[config.mk]
export PLATFORM = sky130hd
export DESIGN_NAME = trl_control
export DESIGN_NICKNAME = d
export VERILOG_FILES = /design/src/rtl/tr_load_pkg.sv /design/src/rtl/trl_control.sv
export SDC_FILE = /design/constraint.sdc
export NUM_CORES = 1
export LEC_CHECK = 0
export ABC_AREA = 1
export BUFFER_PORTS_ARGS = -buffer_cell sky130_fd_sc_hd__buf_4
export CAP_MARGIN = 0
export CORE_AREA = 2 2 39 41
export CTS_BUF_LIST = sky130_fd_sc_hd__clkbuf_4
export CTS_CLUSTER_DIAMETER = 60
export DETAILED_ROUTE_END_ITERATION = 8
export DIE_AREA = 0 0 41 43
export PLACE_DENSITY_LB_ADDON = 0.05
export SKIP_LAST_GASP = 1
export SLEW_MARGIN = 20
export SYNTH_ARGS = -nofsm -noshare
export SYNTH_HDL_FRONTEND = slang
export SYNTH_SLANG_ARGS = --single-unit
[constraint.sdc]
create_clock -name clk -period 1.55 [get_ports clk]
set_input_delay 0.2325 -clock clk [delete_from_list [all_inputs] [get_ports clk]]
set_output_delay 0.2325 -clock clk [all_outputs]
set_load 0.01 [all_outputs]
[src/rtl/tr_load_pkg.sv]
package tr_load_pkg;

  localparam int SEL_W    = 16;
  localparam int TI_BIT   = 2;
  localparam int IDX_LSB  = 3;
  localparam int IDX_W    = SEL_W - IDX_LSB;
  localparam int TYPE_W   = 4;
  localparam int BUSY_POS = 1;
  localparam int WIDE_POS = 3;

  typedef enum logic [1:0] {
    FAULT_NONE = 2'd0,
    FAULT_GP   = 2'd1,
    FAULT_TS   = 2'd2
  } faultE;

  typedef enum logic [2:0] {
    ST_IDLE,
    ST_CHK_TI,
    ST_CHK_TYPE,
    ST_CHK_BUSY,
    ST_CHK_LIMIT,
    ST_DONE
  } stateE;

  typedef struct packed {
    logic capture;
    logic commit;
    logic showIndex;
  } ctrlS;

  typedef struct packed {
    logic tiBad;
    logic typeBad;
    logic busyBad;
    logic limitBad;
  } flagsS;

endpackage

[src/rtl/trl_control.sv]
module trl_control
  import tr_load_pkg::*;
(
  input  logic       clk,
  input  logic       rstN,
  input  logic       reqValid,
  input  flagsS      flags,
  output ctrlS       ctrl,
  output logic       resultValid,
  output logic [1:0] faultCode,
  output logic       setBusy
);

  stateE state, nextState;
  faultE faultReg, nextFault;

  always_ff @(posedge clk) begin
    if (!rstN) begin
      state    <= ST_IDLE;
      faultReg <= FAULT_NONE;
    end else begin
      state    <= nextState;
      faultReg <= nextFault;
    end
  end

  always_comb begin
    ctrl        = '0;
    nextState   = state;
    nextFault   = faultReg;
    resultValid = 1'b0;
    faultCode   = FAULT_NONE;
    setBusy     = 1'b0;
    unique case (state)
      ST_IDLE: begin
        if (reqValid) begin
          ctrl.capture = 1'b1;
          nextFault    = FAULT_NONE;
          nextState    = ST_CHK_TI;
        end
      end
      ST_CHK_TI: begin
        if (flags.tiBad) begin
          nextFault = FAULT_GP;
          nextState = ST_DONE;
        end else begin
          nextState = ST_CHK_TYPE;
        end
      end
      ST_CHK_TYPE: begin
        if (flags.typeBad) begin
          nextFault = FAULT_GP;
          nextState = ST_DONE;
        end else begin
          nextState = ST_CHK_BUSY;
        end
      end
      ST_CHK_BUSY: begin
        if (flags.busyBad) begin
          nextFault = FAULT_GP;
          nextState = ST_DONE;
        end else begin
          nextState = ST_CHK_LIMIT;
        end
      end
      ST_CHK_LIMIT: begin
        if (flags.limitBad) begin
          nextFault = FAULT_TS;
        end else begin
          ctrl.commit = 1'b1;
        end
        nextState = ST_DONE;
      end
      ST_DONE: begin
        resultValid    = 1'b1;
        faultCode      = faultReg;
        setBusy        = (faultReg == FAULT_NONE);
        ctrl.showIndex = (faultReg != FAULT_NONE);
        nextState      = ST_IDLE;
      end
      default: nextState = ST_IDLE;
    endcase
  end

endmodule

== After elaboration in Yosys (flattened, before gate mapping) ==
Index checks and enable logic that the tools add are counted.
Word-level totals
  flip-flop bits (word level): 5
  input port bits: 7
  output and inout bits: 7
  word-level logic and storage cells: 36
Cells by class
  mux-type cells: 19
  reductions and logical operators: 5
  equality and inequality tests: 10
Operators with widths (count)
  $pmux 3 s5: 1
  $mux 2: 6
  $ne 2x2->1 const B: 5
  $pmux 2 s5: 1
  $mux 3: 3
  $mux 1: 8
  $eq 3x2->1 const B: 2
  $eq 3x3->1 const B: 2
  $reduce_and 6->1: 1
  $reduce_bool 5->1: 1
  $eq 3x1->1 const B: 1
  $logic_not 3->1: 1
  $logic_not 2->1: 1
  $reduce_bool 2->1: 1

== Logic depth before layout (Yosys ltp) ==
Gate-level depths: netlist of the first run.
  depth after elaboration: 3
  depth in mapped cells: 9
  depth with buffers taken out: 8

== Least setup slack after synthesis of the first run ==
Ideal clock, no wire load.
  path kind: flip-flop to output port
  start: reg state[1]
  end: out setBusy
  arrival: 1.089 ns
  required time: 1.317 ns
  setup slack: 0.229 ns
  stages on the path, launching flop included: 7
  path buffers: 1
  path through: dfxtp_1 buf_6 inv_1 nand2_1 nor2_1 inv_2 nor3_1
Between the ends
  longest elaborated chain between the ends: 2
RTL lines
  start: declaration: line trl_control.sv:14  | stateE state, nextState;
  start signal: assignment: line trl_control.sv:22  | state <= nextState;
  $eq 3x3->1: line trl_control.sv:34  | unique case (state)
  $mux 1: line trl_control.sv:34
  end: declaration: line trl_control.sv:11  | output logic setBusy
No other way between the ends.

== Worst setup path in the final report of the first run ==
Ends and elaborated chain as after synthesis.

==> run_results.csv, run 1 <==
group,metric,value,unit
floorplanning,die_area,0.001763,mm2
finish,nFillCells,166,
yosys,synth_area_per_cell,6.041,um2
clock_network,path_clk_slew,50,ps
detailed_routing,first_pass_iters,4,
clock_network,clock-root-buffer,"clkbuf_4",
floorplanning,initial_utilization,27.94,%
finish,layout-drive-gt1-share,37.50,%
global_routing,grt_pass1_vias,376,
critical_path,worstPathRequired,1320,ps
clock_network,clock_latency,250,ps
min_path,holdPathEnd,"faultReg[0]",
power,p_leak,0.0002782,uW
global_routing,track_usage,13.24,%
critical_path,ff2ff_setup_slack,390,ps
detailed_routing,drt-total-wl,890,um
finish,syn2layout_area_growth,36.89,%
yosys,ys_ff_latch,5,
yosys,ys_warn_count,0,
yosys,ys_types,16,
finish,nets,88,
critical_path,rr_endpoint,"faultReg[0]",
detailed_routing,wire_per_inst,9.271,um
timing,slew_viol_final,0,
timing,fin_crit_sh,94.08,%
clock_network,cts_tree,"built",
critical_path,critPathMaxFanout,8,
placed_design,gp_congestion,0.7732,
finish,multiInputGateArea,221.5,um2
detailed_routing,drtIter0Drc,11,
clock_network,htreeDepth,1,
power,power_density,959.5,mW/mm2
detailed_routing,ant_nets,0,
global_routing,grt_pass1_wl,1545,um
detailed_routing,via_per_inst,4.583,
floorplanning,coreArea,0.001384,mm2
detailed_routing,vias,440,
min_path,worstHoldStart,"rstN",
timing,fmax,685.8,MHz
timing,clock_skew,8.884,ps
critical_path,rr_worst_depth,5,
critical_path,regToRegStartpoint,"state[1]",
clock_network,clock_path_buffers,2,
yosys,ys_seq_area_share,25.89,%
global_routing,grt_max_degree,11,
finish,regArea,103.9,um2
clock_network,cts_buffers,3,
placed_design,portBuffers,13,
yosys,synthCells,64,
timing,period_needed,1458,ps
floorplanning,die-height,43,um
floorplanning,fp-row-count,14,
floorplanning,io_pins,14,
global_routing,grt-ovfl-total,0,
timing,setup_viol,0,
power,peakVddDrop,357.6,uV
yosys,syn_area,386.6,um2
critical_path,startpoint_type,"register",
timing,tns,0,ps
min_path,whs_path_depth,3,
detailed_routing,route.detailed.drc,0,
critical_path,end_kind,"primary output",
clock_network,cts_sinks,5,
placed_design,dp_hpwl,710.4,um
job,drv_cap,0,
timing,relSlewSlack,82.71,%
critical_path,cp.arrival,1230,ps
timing,rsz0062_at_grt,"no",
finish,final_cell_area,529.3,um2
timing,final-hold-violation-count,0,
finish,num_antenna_cells,0,
critical_path,critPathKind,"reg -> out",
global_routing,grt_antenna_before_repair,0,
yosys,syn-num-nets,71,
run_status,status,"finished clean",
timing,tightestPinTransition,257.6,ps
floorplanning,die_w,41,um
placed_design,dpl_cell_area,493.0,um2
min_path,hp-class,"in -> reg",
## state kept, by name (all words and copies together), names as in the netlist
register	cells
state	3
faultReg	2
## worst max path at each step
stage | cells past startpoint | slack [ps] | from | endpoint
floorplan | 6 | 230 | state[1] | setBusy
global placement | 5 | 230 | state[1] | faultReg[0]
detailed placement | 6 | 260 | state[1] | setBusy
CTS | 5 | 8 | state[2] | setBusy
global route | 6 | 2 | state[1] | setBusy
finish | 6 | 90 | state[1] | setBusy
## cell usage after synthesis, drive strengths merged
cell    number  area [um2]
a21oi        5       25.02
nand3        7       45.04
inv         15       56.30
o211ai       1       7.510
nor3         2       10.01
nand4        2       12.51
dfxtp        5       100.1
nor2        15       68.81
o21ai        1       5.000
nand2        9       33.78
o221a        1       11.26
buf          1       11.26
## cell families after synthesis
kind of cell	after synthesis	synth area share (%)
DFF	5	25.89
buffers and inverters	16	17.47
and+or+nand+nor	35	44.01
AOI/OAI and AO/OA	8	12.62
## placed cells by master, fill, tap and decap left out
cell type	netlist	layout
nor2_4	1	1
o21ai_1	1	1
nor2_1	12	11
nand2_1	9	9
dfxtp_2	0	3
nor3_1	2	2
nand3_2	2	2
o211ai_1	1	1
inv_1	12	12
inv_2	3	3
clkbuf_4	0	4
nand4_1	2	2
nand3_1	5	5
o221a_2	1	1
dfxtp_1	5	2
nor2_2	2	3
a21oi_1	5	5
buf_4	0	13
## timing repair
item	in CTS	in global routing
gates resized for setup	1	3
setup endpoints to repair	1	4
hold buffers	0	0
buffers inserted	0	0
## metal layers
| metal | up-vias | wire [um] | track usage (%) |
|---|---|---|---|
| met5 | - | 0 | 0 |
| met4 | 0 | 30 | 10.00 |
| met3 | 5 | 52 | 3.141 |
| met2 | 16 | 396 | 17.50 |
| met1 | 183 | 411 | 17.63 |
| li1 | 236 | - | - |
## worst max-delay path: stages (launching register included)
cell     delay (ps)
dfxtp_2         370
inv_1            90
nand2_1          60
nor2_2          110
inv_2            60
nor3_1          130
buf_4           150
## where the power goes
group	internal (uW)	leakage (uW)	switching, uW
Combinational	67.9	0.000218	90.5
Sequential	149	0.0000423	21.3
Clock	115	0.0000184	63.4
Total	333	0.000278	175
## cell type report
| class | count | area share (%) |
|---|---|---|
| multi-input cells | 43 | 41.84 |
| inverters | 15 | 10.64 |
| flip-flops and latches | 5 | 19.62 |
| repair buffers | 13 | 18.44 |
| well taps | 16 | 3.783 |
| clock buffers | 4 | 5.674 |
## per-stage QoR
stage | power, uW | cells | hold slack, ps | setup slack, ps | util (%)
after detailed placement | 327.9 | 92 | 492.1 | 261.4 | 35.62
after global routing | 547.1 | 96 | 251.9 | 1.557 | 38.25
final | 507.8 | 96 | 239.9 | 91.83 | 38.25
after CTS | 504.7 | 96 | 240.4 | 8.042 | 37.88
after global placement | 332.9 | 92 | 505.8 | 230.7 | 35.62
after floorplan | 284.5 | 64 | 352.9 | 228.5 | -
Note: power is estimated with default switching activity, not from simulation.
==> run 2: changes to the inputs <==
--- a/config.mk
+++ b/config.mk
@@ -5,12 +5,11 @@
 export SDC_FILE = /design/constraint.sdc
 export NUM_CORES = 1
 export LEC_CHECK = 0
-export ABC_AREA = 1
+export ABC_AREA = 0
 export BUFFER_PORTS_ARGS = -buffer_cell sky130_fd_sc_hd__buf_4
 export CAP_MARGIN = 0
 export CORE_AREA = 2 2 39 41
 export CTS_BUF_LIST = sky130_fd_sc_hd__clkbuf_4
-export CTS_CLUSTER_DIAMETER = 60
 export DETAILED_ROUTE_END_ITERATION = 8
 export DIE_AREA = 0 0 41 43
 export PLACE_DENSITY_LB_ADDON = 0.05
==> run 2 against run 1 <==
Net effect:
- count of clock-buffer cells in the layout did not move
- non-clock buffer count grew 1
- largest cell class unchanged
- final area down 7.3%
- setup slack got worse by 16 ps
- hold slack better by 30 ps
- critical path type unchanged
==> run_results.csv, run 2 <==
group,metric,value,unit
run_status,status,"finished clean",
clock_network,clock_latency,240,ps
yosys,synth_area_per_cell,7.725,um2
finish,reg_top3,"state (3), faultReg (2)",
yosys,synthXorXnorAreaFrac,0,%
yosys,synth_edf_count,0,
yosys,syn-num-nets,53,
critical_path,critPathMaxFanout,12,
floorplanning,die_area,0.001763,mm2
clock_network,cts_buffers,3,
floorplanning,io_pins,14,
power,swShare,27.25,%
power,intPower,302.3,uW
min_path,whs_path_depth,2,
detailed_routing,vias,359,
timing,fin_crit_sh,95.09,%
global_routing,grt_pass1_wl,1297,um
timing,tns,0,ps
critical_path,slowest_delay,370,ps
power,seqPwrFrac,38.5,%
finish,final_common_cell,"buf_4",
yosys,ys_warn_count,0,
timing,rsz0062_at_grt,"no",
timing,fmax,678.5,MHz
power,finalPower,415.5,uW
finish,layout_common_cells,"buf_4 (14), nand2_1 (5), nor2_1 (4), clkbuf_4 (4)",
floorplanning,coreArea,0.001384,mm2
yosys,synthAdderAreaFrac,0,%
placed_design,dp_hpwl,629.1,um
yosys,async_flop_share,0,%
yosys,synthCells,46,
power,p_comb_share,21.1,%
critical_path,critical_path.top_delay_family,"simple AND/OR/NAND/NOR gates",
detailed_routing,route.detailed.drc,0,
critical_path,ff2ff_setup_slack,370,ps
clock_network,clock_path_buffers,2,
critical_path,cp_slowest_cell,"dfxtp_2",
yosys,synth_common_cells,"dfxtp_1 (5), nand2_1 (5), nor2_1 (4), a21oi_1 (3), nor3b_1 (3)",
yosys,ys_ff_latch,5,
timing,clock_skew,2.091,ps
min_path,worstHoldStart,"rstN",
detailed_routing,drtIter0Drc,1,
yosys,syn_area,355.3,um2
min_path,hp-class,"in -> reg",
timing,relSlewSlack,86.69,%
timing,period_needed,1474,ps
detailed_routing,via_per_inst,4.662,
power,clock_power_share,40.4,%
yosys,synthSimpleGateAreaFrac,41.90,%
power,p_leak,0.0002062,uW
finish,largest_reg_flops,3,
job,drv_cap,0,
global_routing,grt_max_degree,13,
global_routing,grt-ovfl-total,0,
power,switching_power,113.2,uW
critical_path,cp.arrival,1240,ps
detailed_routing,ant_nets,0,
floorplanning,die-height,43,um
timing,setup_viol,0,
critical_path,critPathBufInv,1,
critical_path,crit_cells,3,
finish,nets,69,
clock_network,post-cts-setup-buffers,0,
timing,tightestPinTransition,199.6,ps
detailed_routing,first_pass_iters,2,
yosys,yosysTopAreaCell,"dfxtp_1",
yosys,ys_seq_area_share,28.17,%
detailed_routing,drt-total-wl,792,um
critical_path,path_cells,"and3b_2 -> nor3b_1 -> buf_4",
critical_path,rr_endpoint,"faultReg[0]",
critical_path,end_kind,"primary output",
yosys,synth_compound_area_share,22.18,%
yosys,ys_types,25,
yosys,synth_top_family_by_area,"simple AND/OR/NAND/NOR gates",
timing,final-hold-violation-count,0,
global_routing,track_usage,11.06,%
floorplanning,fp-row-count,14,
power,peakVddDrop,502.3,uV
placed_design,gp_congestion,0.6853,
placed_design,portBuffers,13,
finish,syn2layout_area_growth,38.03,%
critical_path,critPathKind,"reg -> out",
finish,layout-drive-gt1-share,42.62,%
floorplanning,die_w,41,um
power,power_density,847.2,mW/mm2
clock_network,path_clk_slew,40,ps
floorplanning,initial_utilization,25.68,%
yosys,synth_area_leaders,"dfxtp_1 (28%), buf_6 (6.3%), nor3b_1 (6.3%), nand2_1 (5.3%), a21oi_1 (4.2%)",
finish,top_register,"state",
finish,num_antenna_cells,0,
min_path,holdPathEnd,"faultReg[1]",
critical_path,worstPathRequired,1320,ps
yosys,synth_ff_type,"dfxtp_1",
clock_network,cts_tree,"built",
detailed_routing,wire_per_inst,10.29,um
clock_network,htreeDepth,1,
critical_path,rr_worst_depth,4,
global_routing,grt_antenna_before_repair,0,
clock_network,cts_sinks,5,
yosys,synth_top_area_share,28.17,%
yosys,synthMuxAreaShare,0,%
global_routing,grt_pass1_vias,328,
clock_network,clock-root-buffer,"clkbuf_4",
critical_path,critPathLaunch,"state[1]",
timing,slew_viol_final,0,
critical_path,regToRegStartpoint,"state[1]",
critical_path,startpoint_type,"register",
==> run 2: kinds of logic after synthesis <==
group / Yosys count
AOI/OAI and AO/OA: 12
and+or+nand+nor: 26
DFF: 5
buffers and inverters: 3
==> run 2: power groups by stage <==
| stage | logic [uW] | registers [uW] | clock network [uW] |
|---|---|---|---|
| floorplan | 72.1 | 148 | 0 |
| global placement | 90.7 | 161 | 0 |
| detailed placement | 88.2 | 162 | 0 |
| CTS | 89.1 | 160 | 176 |
| global route | 98.5 | 163 | 186 |
| finish | 87.6 | 160 | 168 |
==> run 2: area by class of cell <==
| class | count | area, um2 |
|---|---|---|
| fill | 164 | 893.4 |
| multi-input combinational | 38 | 229.0 |
| sequential | 5 | 106.4 |
| timing repair buffer | 14 | 105.1 |
| clock buffer | 4 | 30.03 |
| tap | 16 | 20.02 |
==> run 2: how the worst max path moves through the flow <==
stage	end	slack (ps)
floorplan	setBusy	230
global placement	setBusy	170
detailed placement	setBusy	160
CTS	setBusy	40
global route	setBusy	2
finish	setBusy	80
==> run 2: metal layers <==
metal / track usage [%] / vias up / part of all wire [%]
li1: - / 190 / -
met1: 13.55 / 158 / 46
met2: 15.63 / 11 / 47
met3: 7.853 / 0 / 7.2
met4: 2.000 / 0 / 0
met5: 0 / - / 0
==> run 2: through the flow <==
stage / std cells / hold WS [ps] / utilization, % / instance area (um2) / setup WS (ps)
2_1_floorplan: 46 / 374.1 / - / 355.3 / 228.4
3_3_place_gp: 73 / 522.5 / 32.73 / 452.9 / 173.0
4_1_cts: 77 / 265.0 / 35.17 / 486.7 / 38.83
3_5_place_dp: 73 / 522.2 / 32.73 / 452.9 / 157.9
5_1_grt: 77 / 261.6 / 35.44 / 490.5 / 1.711
6_report: 77 / 269.9 / 35.44 / 490.5 / 76.13
==> run 2: what timing repair did <==
action                     in CTS  in global routing
hold buffers                    0                  0
setup endpoints to repair       3                  1
resized for setup               3                  2
==> run 3: changes to the inputs <==
==> constraint.sdc (replaced) <==
create_clock -name clk -period 1.5 [get_ports clk]
set_input_delay 0.225 -clock clk [delete_from_list [all_inputs] [get_ports clk]]
set_output_delay 0.225 -clock clk [all_outputs]
set_load 0.01 [all_outputs]
==> run 3 against run 2 <==
Net effect:
- non-clock buffer count is 1 higher
- utilization up 1.5 points
- clock skew up 0.93 ps
- register-to-register slack lost 60 ps
- clock power is essentially flat
- hold slack worse by 18 ps
- first-iteration DRC count rose to 8.0 times the previous value
- sequential cell count stayed put
- via count is 6.1% higher
- sequential share of layout area shrank 1.6 points
- critical path type unchanged
- critical endpoint unchanged
- highest routed layer unchanged
==> run_results.csv, run 3 (synthesized netlist as in run 2, its figures left out) <==
group,metric,value,unit
run_status,status,"finished clean",
timing,worst_slack,47.00,ps
power,p_leak,0.0002141,uW
timing,tns,0,ps
critical_path,worstPathRequired,1270,ps
clock_network,ctsHoldBuffers,0,
critical_path,startpoint_type,"register",
placed_design,dpl_cell_area,460.4,um2
job,drv_cap,0,
finish,num_antenna_cells,0,
finish,nets,70,
floorplanning,die_w,41,um
detailed_routing,ant_nets,0,
placed_design,dp_hpwl,633.7,um
finish,layout-drive-gt1-share,45.16,%
timing,fin_hold_ws,251.7,ps
timing,setup_viol,0,
critical_path,cp_slowest_cell,"dfxtp_1",
clock_network,clock_latency,240,ps
clock_network,cts_tree,"built",
floorplanning,coreArea,0.001384,mm2
clock_network,cts_buffers,3,
detailed_routing,drt-total-wl,812,um
detailed_routing,wire_per_inst,10.41,um
finish,final_common_cell,"buf_4",
global_routing,grt_pass1_vias,322,
detailed_routing,first_pass_iters,4,
critical_path,critPathMaxFanout,10,
clock_network,cts_sinks,5,
timing,tightestPinTransition,201.3,ps
critical_path,end_kind,"primary output",
clock_network,clock_path_buffers,2,
critical_path,cp.arrival,1230,ps
power,power_density,854.8,mW/mm2
detailed_routing,drtIter0Drc,8,
detailed_routing,route.detailed.drc,0,
clock_network,clock-root-buffer,"clkbuf_4",
placed_design,gp_congestion,0.6486,
floorplanning,initial_utilization,25.68,%
global_routing,grt_max_degree,13,
global_routing,track_usage,10.56,%
global_routing,grt_antenna_before_repair,0,
timing,fmax,688.2,MHz
timing,period_needed,1453,ps
timing,slew_viol_final,0,
finish,top_register,"state",
placed_design,dp_cells,74,
timing,clock_skew,3.025,ps
floorplanning,die_area,0.001763,mm2
min_path,hp-class,"in -> reg",
clock_network,htreeDepth,1,
critical_path,path_cells,"buf_6 -> and3b_2 -> nor3b_4 -> buf_4",
critical_path,critical_path.top_delay_family,"simple AND/OR/NAND/NOR gates",
global_routing,grt-ovfl-total,0,
finish,reg_top3,"state (3), faultReg (2)",
detailed_routing,vias,381,
global_routing,grt_pass1_wl,1242,um
floorplanning,io_pins,14,
placed_design,pre_cts_slack,164.7,ps
placed_design,portBuffers,13,
timing,final-hold-violation-count,0,
detailed_routing,via_per_inst,4.885,
clock_network,path_clk_slew,40,ps
finish,layout.cells.non_filler,78,
finish,final_cell_area,511.7,um2
floorplanning,fp-row-count,14,
clock_network,post-cts-setup-buffers,0,
floorplanning,die-height,43,um
timing,relSlewSlack,86.58,%
timing,fin_crit_sh,96.87,%
power,peakVddDrop,548.4,uV
finish,layout_common_cells,"buf_4 (14), nor2_1 (4), nand2_1 (4), clkbuf_4 (4)",
critical_path,critPathKind,"reg -> out",
finish,syn2layout_area_growth,44.01,%
finish,largest_reg_flops,3,
critical_path,critPathBufInv,2,
critical_path,slowest_delay,320,ps
## run 3: cell types whose count changed in the layout (fill, tap and decap cells not counted), sizes merged
cell	delta
buf	+1
## run 3: worst paths after layout
path | startpoint | endpoint | slack [ps] | cells past startpoint
setup / recovery | state[0] | setBusy | 50 | 4
setup reg to reg | state[1] | faultReg[0] | 310 | 4
hold / removal | rstN | faultReg[1] | 250 | 2
hold reg to reg | state[2] | state[1] | 490 | 1
## run 3: what timing repair did
| action | 4_1_cts | 5_1_grt |
|---|---|---|
| endpoints found under the setup margin | 4 | 2 |
| pin swaps | 0 | 1 |
| resized for setup | 4 | 3 |
## run 3: power breakdown
group	internal, uW	switching (uW)	total [uW]
combinational	54.8	52.2	107
sequential	145	15.3	161
clock	118	51.5	170
## run 3: final cells by class
cell class | instances | area, um2
clock buffers | 4 | 30.03
well taps | 16 | 20.02
flip-flops and latches | 5 | 102.6
multi-input cells | 38 | 242.7
fillers | 151 | 872.1
repair buffers | 15 | 116.4
## run 3: metal layers
metal | GRT usage, % | part of all wire [%]
met3 | 7.853 | 6.5
met2 | 15.94 | 46
met1 | 12.62 | 48
met4 | 0 | 0
met5 | 0 | 0
## run 3: metrics by stage
stage	util (%)	power, uW
3_3_place_gp	33.27	264.8
3_5_place_dp	33.27	263.4
2_1_floorplan	-	227.4
4_1_cts	36.08	442.4
6_report	36.98	437.5
5_1_grt	36.98	466.2
